## config.mk

```make
export PLATFORM = sky130hd
export DESIGN_NAME = rr_path_rewriter
export DESIGN_NICKNAME = d
export VERILOG_FILES = /design/src/rtl/rr_pkg.sv /design/src/rtl/rr_side_pick.sv /design/src/rtl/rr_path_edit.sv /design/src/rtl/rr_path_rewriter.sv
export SDC_FILE = /design/constraint.sdc
export NUM_CORES = 1
export LEC_CHECK = 0
export ABC_AREA = 1
export BUFFER_PORTS_ARGS = -buffer_cell sky130_fd_sc_hd__buf_4
export CAP_MARGIN = 20
export CORE_MARGIN = 4
export CORE_UTILIZATION = 50
export CTS_CLUSTER_DIAMETER = 80
export DETAILED_ROUTE_END_ITERATION = 12
export MAX_ROUTING_LAYER = met4
export PLACE_DENSITY = 0.81
export SLEW_MARGIN = 20
export SYNTH_ARGS = -nofsm -noshare
export SYNTH_HDL_FRONTEND = slang
export SYNTH_SLANG_ARGS = --single-unit
```

## constraint.sdc

```tcl
create_clock -name clk_i -period 3.1 [get_ports clk_i]
set_clock_uncertainty 0.15 [all_clocks]
set_input_delay 0.62 -clock clk_i [delete_from_list [all_inputs] [get_ports clk_i]]
set_output_delay 0.62 -clock clk_i [all_outputs]
set_load 0.01 [all_outputs]
```

## src/rtl/rr_pkg.sv

```systemverilog
package rr_pkg;
  localparam int HOP_W = 3;
  localparam int PORTS = 5;
  localparam logic [2:0] DIR_L = 3'd0;
  localparam logic [2:0] DIR_N = 3'd1;
  localparam logic [2:0] DIR_E = 3'd2;
  localparam logic [2:0] DIR_S = 3'd3;
  localparam logic [2:0] DIR_W = 3'd4;

  function automatic logic is_mesh(input logic [2:0] d);
    return (d != DIR_L) && (d <= DIR_W);
  endfunction

  function automatic logic is_vert(input logic [2:0] d);
    return (d == DIR_N) || (d == DIR_S);
  endfunction

  function automatic logic is_perp(input logic [2:0] a, input logic [2:0] b);
    return is_mesh(a) && is_mesh(b) && (is_vert(a) != is_vert(b));
  endfunction

  function automatic logic [2:0] opp(input logic [2:0] d);
    case (d)
      DIR_N:   return DIR_S;
      DIR_S:   return DIR_N;
      DIR_E:   return DIR_W;
      DIR_W:   return DIR_E;
      default: return DIR_L;
    endcase
  endfunction
endpackage

```

## src/rtl/rr_side_pick.sv

```systemverilog
module rr_side_pick
  import rr_pkg::*;
(
  input  logic [2:0]       blk_i,
  input  logic [2:0]       in_port_i,
  input  logic [PORTS-1:0] free_i,
  output logic             ok_o,
  output logic [2:0]       side_o
);
  logic [2:0] first, second;
  logic       first_ok, second_ok;

  // vertical blockage: west first; horizontal: north first
  assign first  = is_vert(blk_i) ? DIR_W : DIR_N;
  assign second = is_vert(blk_i) ? DIR_E : DIR_S;

  assign first_ok  = free_i[first]  && (first  != in_port_i);
  assign second_ok = free_i[second] && (second != in_port_i);

  assign ok_o   = first_ok || second_ok;
  assign side_o = first_ok ? first : second;
endmodule

```

## src/rtl/rr_path_edit.sv

```systemverilog
module rr_path_edit
  import rr_pkg::*;
#(
  parameter int HOPS   = 16,
  parameter int LEN_W  = $clog2(HOPS + 1),
  parameter int PATH_W = HOPS * HOP_W
) (
  input  logic [PATH_W-1:0] path_i,
  input  logic [LEN_W-1:0]  len_i,
  input  logic [2:0]        blk_i,
  input  logic [2:0]        in_port_i,
  input  logic [PORTS-1:0]  free_i,
  input  logic              side_ok_i,
  input  logic [2:0]        side_i,
  output logic              drop_o,
  output logic              ready_o,
  output logic [2:0]        port_o,
  output logic [PATH_W-1:0] path_o,
  output logic [LEN_W-1:0]  len_o
);
  logic [2:0] hop_q [HOPS];
  logic [2:0] hop_n [HOPS];

  for (genvar k = 0; k < HOPS; k++) begin : g_unpack
    assign hop_q[k] = path_i[k*HOP_W +: HOP_W];
    assign path_o[k*HOP_W +: HOP_W] = hop_n[k];
  end

  logic corner, before_turn, straight, room, port_ok;

  assign corner      = (len_i >= LEN_W'(2)) && is_perp(hop_q[1], blk_i);
  assign before_turn = (len_i >= LEN_W'(3)) && (hop_q[1] == blk_i) && is_perp(hop_q[2], blk_i);
  assign straight    = (len_i >= LEN_W'(2)) && (hop_q[1] == blk_i) && !before_turn;
  assign room        = len_i <= LEN_W'(HOPS - 2);

  assign drop_o = !is_mesh(blk_i) || (len_i <= LEN_W'(1)) ||
                  !(corner || before_turn || straight) || (straight && !room);

  always_comb begin
    port_o = side_i;
    if (corner)           port_o = hop_q[1];
    else if (before_turn) port_o = hop_q[2];
  end

  assign port_ok = straight ? side_ok_i : (free_i[port_o] && (port_o != in_port_i));
  assign ready_o = !drop_o && port_ok;
  assign len_o   = straight ? len_i + LEN_W'(2) : len_i;

  always_comb begin
    for (int k = 0; k < HOPS; k++) begin
      hop_n[k] = hop_q[k];
      if (corner) begin
        if (k == 0) hop_n[k] = hop_q[1];
        if (k == 1) hop_n[k] = blk_i;
      end else if (before_turn) begin
        if (k == 0)           hop_n[k] = hop_q[2];
        if (k == 1 || k == 2) hop_n[k] = blk_i;
      end else if (straight) begin
        if (k == 0)           hop_n[k] = side_i;
        else if (k <= 2)      hop_n[k] = blk_i;
        else if (k == 3)      hop_n[k] = opp(side_i);
        else                  hop_n[k] = hop_q[(k >= 2) ? k - 2 : 0];
      end
    end
  end
endmodule

```

## src/rtl/rr_path_rewriter.sv

```systemverilog
module rr_path_rewriter
  import rr_pkg::*;
#(
  parameter int HOPS   = 16,
  parameter int VCS    = 2,
  parameter int LEN_W  = $clog2(HOPS + 1),
  parameter int PATH_W = HOPS * HOP_W,
  parameter int VC_W   = (VCS > 1) ? $clog2(VCS) : 1
) (
  input  logic              clk_i,
  input  logic              rst_ni,
  input  logic              req_valid_i,
  input  logic [VC_W-1:0]   req_vc_i,
  input  logic [2:0]        req_inport_i,
  input  logic [2:0]        req_blk_i,
  input  logic [PATH_W-1:0] req_path_i,
  input  logic [LEN_W-1:0]  req_len_i,
  input  logic [PORTS-1:0]  out_free_i,
  output logic              busy_o,
  output logic              hdr_valid_o,
  output logic [VC_W-1:0]   hdr_vc_o,
  output logic [2:0]        hdr_port_o,
  output logic [PATH_W-1:0] hdr_path_o,
  output logic [LEN_W-1:0]  hdr_len_o,
  output logic              cmd_valid_o,
  output logic [2:0]        cmd_inport_o,
  output logic [VC_W-1:0]   cmd_vc_o,
  output logic              cmd_drop_o
);
  // single header buffer shared by all virtual channels
  logic              buf_v;
  logic [VC_W-1:0]   buf_vc;
  logic [2:0]        buf_inp, buf_blk;
  logic [PATH_W-1:0] buf_path;
  logic [LEN_W-1:0]  buf_len;

  logic       side_ok, drop, ready, accept, issue;
  logic [2:0] side;

  assign accept = req_valid_i && !buf_v;
  assign issue  = buf_v && (ready || drop);

  always_ff @(posedge clk_i or negedge rst_ni) begin
    if (!rst_ni) begin
      buf_v    <= 1'b0;
      buf_vc   <= '0;
      buf_inp  <= '0;
      buf_blk  <= '0;
      buf_path <= '0;
      buf_len  <= '0;
    end else if (accept) begin
      buf_v    <= 1'b1;
      buf_vc   <= req_vc_i;
      buf_inp  <= req_inport_i;
      buf_blk  <= req_blk_i;
      buf_path <= req_path_i;
      buf_len  <= req_len_i;
    end else if (issue) begin
      buf_v    <= 1'b0;
    end
  end

  rr_side_pick u_side (
    .blk_i     (buf_blk),
    .in_port_i (buf_inp),
    .free_i    (out_free_i),
    .ok_o      (side_ok),
    .side_o    (side)
  );

  rr_path_edit #(.HOPS(HOPS), .LEN_W(LEN_W), .PATH_W(PATH_W)) u_edit (
    .path_i    (buf_path),
    .len_i     (buf_len),
    .blk_i     (buf_blk),
    .in_port_i (buf_inp),
    .free_i    (out_free_i),
    .side_ok_i (side_ok),
    .side_i    (side),
    .drop_o    (drop),
    .ready_o   (ready),
    .port_o    (hdr_port_o),
    .path_o    (hdr_path_o),
    .len_o     (hdr_len_o)
  );

  assign busy_o       = buf_v;
  assign hdr_valid_o  = buf_v && ready;
  assign hdr_vc_o     = buf_vc;
  assign cmd_valid_o  = issue;
  assign cmd_inport_o = buf_inp;
  assign cmd_vc_o     = buf_vc;
  assign cmd_drop_o   = buf_v && drop;

  AST_CAPTURE: assert property (@(posedge clk_i) disable iff (!rst_ni)
    req_valid_i && !busy_o |=> busy_o);
  AST_HOLD_UNTIL_ISSUE: assert property (@(posedge clk_i) disable iff (!rst_ni)
    busy_o && !cmd_valid_o |=> busy_o && $stable(cmd_inport_o));
  AST_RELEASE: assert property (@(posedge clk_i) disable iff (!rst_ni)
    cmd_valid_o |=> !busy_o);
  AST_PORT_LEGAL: assert property (@(posedge clk_i) disable iff (!rst_ni)
    hdr_valid_o |-> out_free_i[hdr_port_o] && (hdr_port_o != cmd_inport_o));
  AST_DROP_NO_HDR: assert property (@(posedge clk_i) disable iff (!rst_ni)
    cmd_drop_o |-> cmd_valid_o && !hdr_valid_o);
  AST_HDR_WITH_CMD: assert property (@(posedge clk_i) disable iff (!rst_ni)
    hdr_valid_o |-> cmd_valid_o && (hdr_vc_o == cmd_vc_o));
  AST_LEN_BOUND: assert property (@(posedge clk_i) disable iff (!rst_ni)
    hdr_valid_o |-> (hdr_len_o <= LEN_W'(HOPS)) && (hdr_len_o >= buf_len));
  AST_WEST_FIRST: assert property (@(posedge clk_i) disable iff (!rst_ni)
    hdr_valid_o && is_vert(buf_blk) && (hdr_len_o == buf_len + LEN_W'(2)) &&
    out_free_i[DIR_W] && (buf_inp != DIR_W) |-> hdr_port_o == DIR_W);
endmodule

```

==> flow_summary.json, run 1 <==
{
  "setup_viol": 19,
  "fp.dieArea_um2": 8690,
  "setup_tns_ns": -0.357,
  "grt-ovfl-total": 0,
  "synth-seq-cells": 61,
  "maxSlewViolCount": 0,
  "critPathKind": "flop to primary output",
  "clock_power_share_pct": 17.1,
  "grt_usage_pct": 25.4,
  "p_int_mw": 2.76,
  "crit_slowest_cell": "dfrtp_1",
  "whs_ns": 0.187,
  "status": "complete, but fails checks",
  "postCtsHoldBufs": 0,
  "utilization_pct": 76.8,
  "die_h_um": 93.2,
  "grt_pass1_wl_um": 17000,
  "ant_nets": 0,
  "cts-root-buf": "clkbuf_8",
  "final_net_count": 686,
  "start_util_pct": 52.3,
  "relSlewSlack_pct": 47.3,
  "drive_above_1_share_pct": 47.1,
  "antenna_found_initial": 0,
  "p_sw_mw": 1.91,
  "grt_max_degree": 62,
  "hold_viol_final": 0,
  "wire_per_inst_um": 15.8,
  "dpl.hpwl_um": 7600,
  "die_x_um": 93.2,
  "critPathCaptureType": "primary output",
  "cp-start-kind": "flop",
  "cts_buffer_depth": 2,
  "placed_cell_area_um2": 4710,
  "grt_setup_unrepaired": "true",
  "sw_frac_of_total_pct": 40.9,
  "min_path_type": "input port to asynchronous set/reset pin",
  "syn_nets": 525,
  "critPathMaxStageDelay_ns": 0.43,
  "multiInputGateArea_um2": 1910,
  "synth_seq_area_share_pct": 42.0,
  "dp_cells": 667,
  "nFillCells": 486,
  "diodes": 0,
  "cts_tree": "built",
  "muxShareOfSynthArea_pct": 11.2,
  "vdd_drop_max_mv": 0.481,
  "design_area_um2": 5330,
  "synthAdderAreaFrac_pct": 1.03,
  "design.portCount": 133,
  "synth-xor-area-share_pct": 0.964,
  "gp_congestion": 1.03,
  "period_minus_slack_ns": 3.22,
  "ys_types": 35,
  "pwr-share-comb_pct": 57.4,
  "synth_compound_area_share_pct": 9.37,
  "setup_ws_ns": -0.116,
  "netlist_area_um2": 3630,
  "rows": 30,
  "area_growth_pct": 46.7,
  "cp_common_cell": "nor2_2",
  "clock-sinks": 61,
  "tightestPinTransition_ns": 0.791,
  "max_clock_freq_mhz": 311,
  "crit_chain": "nor2_2, nand3_2, nor2_2, nor2_2, nand2_2, inv_4, nor2_4, clkinv_4, clkbuf_2, o2111ai_1, buf_4",
  "wl_um": 11300,
  "clk-insertion-delay-late_ns": 0.34,
  "worst-path-max-fanout": 7,
  "clk_pin_slew_ns": 0.07,
  "synth_top_family_by_area": "simple AND/OR/NAND/NOR gates",
  "critPathArrivalTime_ns": 2.45,
  "yosys.area_share.simple_pct": 28.1,
  "drc": 0,
  "firstDrtPassIters": 5,
  "core-area_um2": 6940,
  "maxCapViolCount": 0,
  "portBuffers": 132,
  "grt_pass1_vias": 3700,
  "avgSynthCellArea_um2": 8.00,
  "vias": 3695,
  "numCtsBuffers": 9,
  "syn_inst": 454,
  "ys_warn_count": 0,
  "avgViaCountPerCell": 5.16,
  "seqPwrFrac_pct": 25.5,
  "cellLeakagePower_nw": 2.75,
  "stdcell_count": 716,
  "crit_required_ns": 2.33,
  "violations": "negative setup slack",
  "drt-initial-drc-count": 217,
  "fin_crit_sh_pct": 104,
  "h-tree-depth": 3,
  "seq_area_um2": 1530,
  "powerDensity_nw_per_um2": 877
}
cell usage in the layout, fill, tap and decap left out, types with 2 or more instances in the layout:
cell,instances
nand3_1,17
bufinv_16,2
nand4_1,2
nor2_2,7
clkinv_4,2
o21ai_0,14
clkinv_2,3
mux2_2,36
buf_6,6
nand3_2,6
buf_12,4
a21oi_1,27
nand2_2,16
buf_4,158
dfrtp_1,57
dfrtp_2,4
o21ai_1,9
ha_1,2
clkbuf_8,10
nand2_1,134
nor2_1,35
inv_2,14
xor2_1,3
inv_1,23
nor2_4,5
nand2_4,4
o21ai_2,3
synthesized netlist by cell type (all sizes together):
cell type	count	share of area [%]
a21oi	27	3.7
a31oi	1	0.17
and2	1	0.24
buf	11	2.0
clkbuf	10	1.0
clkinv	2	0.21
dfrtp	61	42
ha	3	1.0
inv	39	4.1
mux2	36	11
nand2	154	17
nand3	24	4.2
nand4	2	0.34
nor2	47	5.8
o2111ai	2	0.65
o21a	1	0.21
o21ai	26	3.8
o22ai	1	0.17
o31ai	1	0.21
o32ai	1	0.45
xnor2	1	0.24
xor2	3	0.72
layer usage:
| layer | share of wire [%] | vias to the layer above | track usage, % |
|---|---|---|---|
| li1 | - | 1778 | - |
| met1 | 38 | 1739 | 28.3 |
| met2 | 51 | 153 | 42.1 |
| met3 | 9.4 | 25 | 9.17 |
| met4 | 2.0 | 0 | 9.16 |
| met5 | 0 | - | - |
final cells by class:
cell class                      count  area share, %
Clock inverter                      6           1.62
Clock buffer                       10           2.58
Inverter                           41           3.05
Tap cell                           96           2.25
Sequential cell                    61           28.7
Multi-Input combinational cell    331           35.9
Timing Repair Buffer              171           25.9
state kept, by name, indices dropped and copies added, names as in the netlist:
name	flops
cmd_vc_o	1
cmd_inport_o	3
buf_len	5
buf_path	48
busy_o	1
buf_blk	3
power groups by stage:
stage / clock, mW / sequential (mW) / combinational (mW)
after floorplan: 0 / 1.14 / 1.31
after global placement: 0 / 1.19 / 2.24
after detailed placement: 0 / 1.19 / 2.28
after CTS: 0.809 / 1.18 / 2.40
after global routing: 0.844 / 1.21 / 2.92
final: 0.799 / 1.19 / 2.68
path summary, 6_finish.rpt:
kind                                 from       endpoint  slack [ns]  cells past startpoint
max                            buf_len[4]  hdr_path_o[2]       -0.12                     11
min                                rst_ni   buf_path[32]        0.19                      1
max reg2reg                    buf_len[2]         busy_o        0.81                     19
min reg2reg                  buf_path[42]   buf_path[42]        0.36                      1
max in group asynchronous          rst_ni    buf_path[6]        2.02                      1
min in group clk_i         req_path_i[32]   buf_path[32]        0.35                      2
logic make-up (layout without fill, tap and decap cells):
group	count (synthesis)	in the layout
fa+ha+maj	3	3
compound gates	60	60
mux	36	36
buf+inv	62	228
flops	61	61
xor+xnor	4	4
simple gates	228	228
through the flow:
stage               setup slack, ns  power, mW
finish                       -0.116       4.67
global route                 -0.197       4.97
CTS                         0.00479       4.38
detailed placement            0.136       3.47
global placement              0.243       3.43
floorplan                     0.514       2.45
worst max-delay path: cells and delay by family, from the launching register on:
| family | cells | cell delay, ns |
|---|---|---|
| flip-flops | 1 | 0.43 |
| buffers and inverters | 4 | 0.54 |
| AO/OA/AOI/OAI | 1 | 0.25 |
| AND/OR/NAND/NOR | 6 | 0.89 |
repair_timing:
action | in CTS | in global routing
pin swaps | 5 | 15
endpoints found under the setup margin | 46 | 46
gates cloned | 0 | 2
buffers inserted | 15 | 16
gates resized for setup | 12 | 45
endpoints found under the hold margin | 0 | 0
(Power assumes the default switching activity.)
==> run 2: changes to the inputs <==
--- a/config.mk
+++ b/config.mk
@@ -9,7 +9,7 @@
 export BUFFER_PORTS_ARGS = -buffer_cell sky130_fd_sc_hd__buf_4
 export CAP_MARGIN = 20
 export CORE_MARGIN = 4
-export CORE_UTILIZATION = 50
+export CORE_UTILIZATION = 51
 export CTS_CLUSTER_DIAMETER = 80
 export DETAILED_ROUTE_END_ITERATION = 12
 export MAX_ROUTING_LAYER = met4
@@ -17,4 +17,6 @@
 export SLEW_MARGIN = 20
 export SYNTH_ARGS = -nofsm -noshare
 export SYNTH_HDL_FRONTEND = slang
+export SYNTH_HIERARCHICAL = 1
 export SYNTH_SLANG_ARGS = --single-unit
+export TNS_END_PERCENT = 50
==> run 2 against run 1 <==
The run still ends with negative setup slack left. Critical path type unchanged. Synthesized cell count rose by 24%. Non-clock buffer count rose by 1. Largest cell class unchanged. Die area rose by 4.9%. Setup slack got worse by 0.21 ns. Critical endpoint is now cmd_valid_o. Via count rose by 21%. Routed wire length rose by 19%. Clock power barely moved. Utilization fell by 0.11 points. Sequential power rose by 29%. Area after synthesis rose by 7.5%.
==> flow_summary.json, run 2 <==
{
  "status": "complete, but fails checks",
  "violations": "negative setup slack",
  "drc": 0,
  "core-area_um2": 7330,
  "critPathArrivalTime_ns": 2.65,
  "grt_max_degree": 62,
  "multiInputGateArea_um2": 2170,
  "dpl.hpwl_um": 8370,
  "grt-ovfl-total": 0,
  "placed_cell_area_um2": 4910,
  "grt_setup_unrepaired": "true",
  "cts_tree": "built",
  "synth-xor-area-share_pct": 0.897,
  "final_net_count": 789,
  "period_minus_slack_ns": 3.42,
  "clk-insertion-delay-late_ns": 0.34,
  "cts_buffer_depth": 2,
  "reg.largest.list": "buf_path (48), buf_len (5)",
  "h-tree-depth": 3,
  "synth_top_family_by_area": "simple AND/OR/NAND/NOR gates",
  "cellLeakagePower_nw": 3.16,
  "die_x_um": 95.5,
  "yosys.area.top_type_share_pct": 39.1,
  "dp_cells": 777,
  "largest_reg_flops": 48,
  "setup_tns_ns": -5.04,
  "design_area_um2": 5620,
  "synth_compound_area_share_pct": 5.70,
  "crit_required_ns": 2.33,
  "utilization_pct": 76.7,
  "ys_types": 32,
  "fin_crit_sh_pct": 110,
  "synth_top_cell_by_area": "dfrtp_1",
  "setup_viol": 49,
  "clock-sinks": 61,
  "drt-initial-drc-count": 368,
  "max_clock_freq_mhz": 292,
  "cts-root-buf": "clkbuf_8",
  "wl_um": 13500,
  "vias": 4463,
  "postCtsHoldBufs": 0,
  "gp_congestion": 0.878,
  "ys_warn_count": 6,
  "final_common_cell": "nand2_1",
  "wire_per_inst_um": 16.4,
  "firstDrtPassIters": 5,
  "numCtsBuffers": 9,
  "portBuffers": 132,
  "critPathKind": "flop to primary output",
  "clk_pin_slew_ns": 0.08,
  "yosys.area_share.simple_pct": 44.3,
  "whs_ns": 0.196,
  "seq_area_um2": 1530,
  "layout_common_cells": "nand2_1 (258), buf_4 (161), nand3_1 (71)",
  "avgSynthCellArea_um2": 6.91,
  "antenna_found_initial": 0,
  "die_h_um": 95.5,
  "rows": 31,
  "synth_edf_count": 0,
  "nFillCells": 549,
  "maxSlewViolCount": 0,
  "synth_async_sr_flop_share_pct": 100,
  "synth-seq-cells": 61,
  "top_register": "buf_path",
  "syn_inst": 565,
  "area_growth_pct": 43.9,
  "diodes": 0,
  "grt_pass1_wl_um": 18700,
  "drive_above_1_share_pct": 35.4,
  "reg2reg_slack_ns": 0.52,
  "setup_ws_ns": -0.322,
  "netlist_area_um2": 3900,
  "stdcell_count": 822,
  "min_path_type": "input port to asynchronous set/reset pin",
  "avgViaCountPerCell": 5.43,
  "design.portCount": 133,
  "ant_nets": 0,
  "synthAdderAreaFrac_pct": 0.961,
  "maxCapViolCount": 0,
  "start_util_pct": 53.3,
  "tightestPinTransition_ns": 0.794,
  "relSlewSlack_pct": 47.0,
  "synth_seq_area_share_pct": 39.1,
  "cp-start-kind": "flop",
  "grt_usage_pct": 26.9,
  "muxShareOfSynthArea_pct": 0,
  "netlist_top_cells_area": "dfrtp_1 (39%), nand2_1 (25%), nand3_1 (9.6%)",
  "synthFlopType": "dfrtp_1",
  "syn_nets": 636,
  "worst-path-max-fanout": 6,
  "powerDensity_nw_per_um2": 1350,
  "yosys-top-cells-count": "nand2_1 (258), nand3_1 (75), dfrtp_1 (61)",
  "yosysMostFrequentCell": "nand2_1",
  "hold_viol_final": 0,
  "fp.dieArea_um2": 9120,
  "critPathCaptureType": "primary output",
  "vdd_drop_max_mv": 0.752,
  "grt_pass1_vias": 4021
}
## run 2: area by class of cell
class                   count  share of cell area (%)
inverters                  43                    2.96
well taps                  99                    2.20
flip-flops and latches     61                    27.3
clock inverters             6                    1.69
clock buffers              10                    2.27
repair buffers            172                    24.9
multi-input cells         431                    38.7
## run 2: report_power, final
part           switching [mW]  internal [mW]  total [mW]
Combinational            2.92           2.34        5.26
Clock                   0.342          0.460       0.802
Sequential              0.374           1.17        1.54
Total                    3.63           3.97        7.60
## run 2: metal layers
layer	track usage [%]	up-vias	routed length [µm]
met2	45.0	284	6670
met4	6.64	0	373
met3	5.84	45	1250
li1	-	2086	-
met1	33.3	2048	5180
met5	-	-	0
## run 2: worst max-delay path, stage by stage (launching register included)
cell     delay, ns
dfrtp_1       0.40
inv_2         0.12
buf_6         0.13
buf_4         0.11
nand3_2       0.08
nand2_1       0.10
inv_1         0.06
nand2_2       0.10
nor2_8        0.08
a21oi_4       0.22
nand3_2       0.10
nor2_2        0.11
nor2_1        0.06
nor2_2        0.11
nand3_2       0.09
a21oi_2       0.14
nand2_1       0.08
nand2_1       0.10
buf_6         0.11
## run 2: kinds of logic after synthesis
group	after synthesis
AOI/OAI and AO/OA	38
xor gates and xnor gates	4
adders and majority gates	3
buffers and inverters	73
DFF	61
and+or+nand+nor	386
## run 2: metrics by stage
step,setup slack (ns),total power [mW]
3_3_place_gp,0.158,5.69
2_1_floorplan,0.363,4.02
3_5_place_dp,0.0598,5.78
5_1_grt,-0.459,8.11
6_report,-0.322,7.60
4_1_cts,-0.170,6.73
## run 2: final timing paths
| check | cells past startpoint | to | start |
|---|---|---|---|
| min reg2reg | 2 | buf_path[9] | buf_path[9] |
| max reg2reg | 19 | busy_o | buf_len[2] |
| min in group clk_i | 2 | buf_path[9] | buf_path[9] |
| min | 1 | buf_path[45] | rst_ni |
| max | 18 | cmd_valid_o | buf_len[2] |
| max in group asynchronous | 1 | buf_path[5] | rst_ni |
## run 2: what timing repair did
item,4_1_cts,5_1_grt
pin swaps,2,19
gates resized for setup,11,51
setup endpoints to repair,41,45
gates cloned,0,4
buffers inserted,7,18
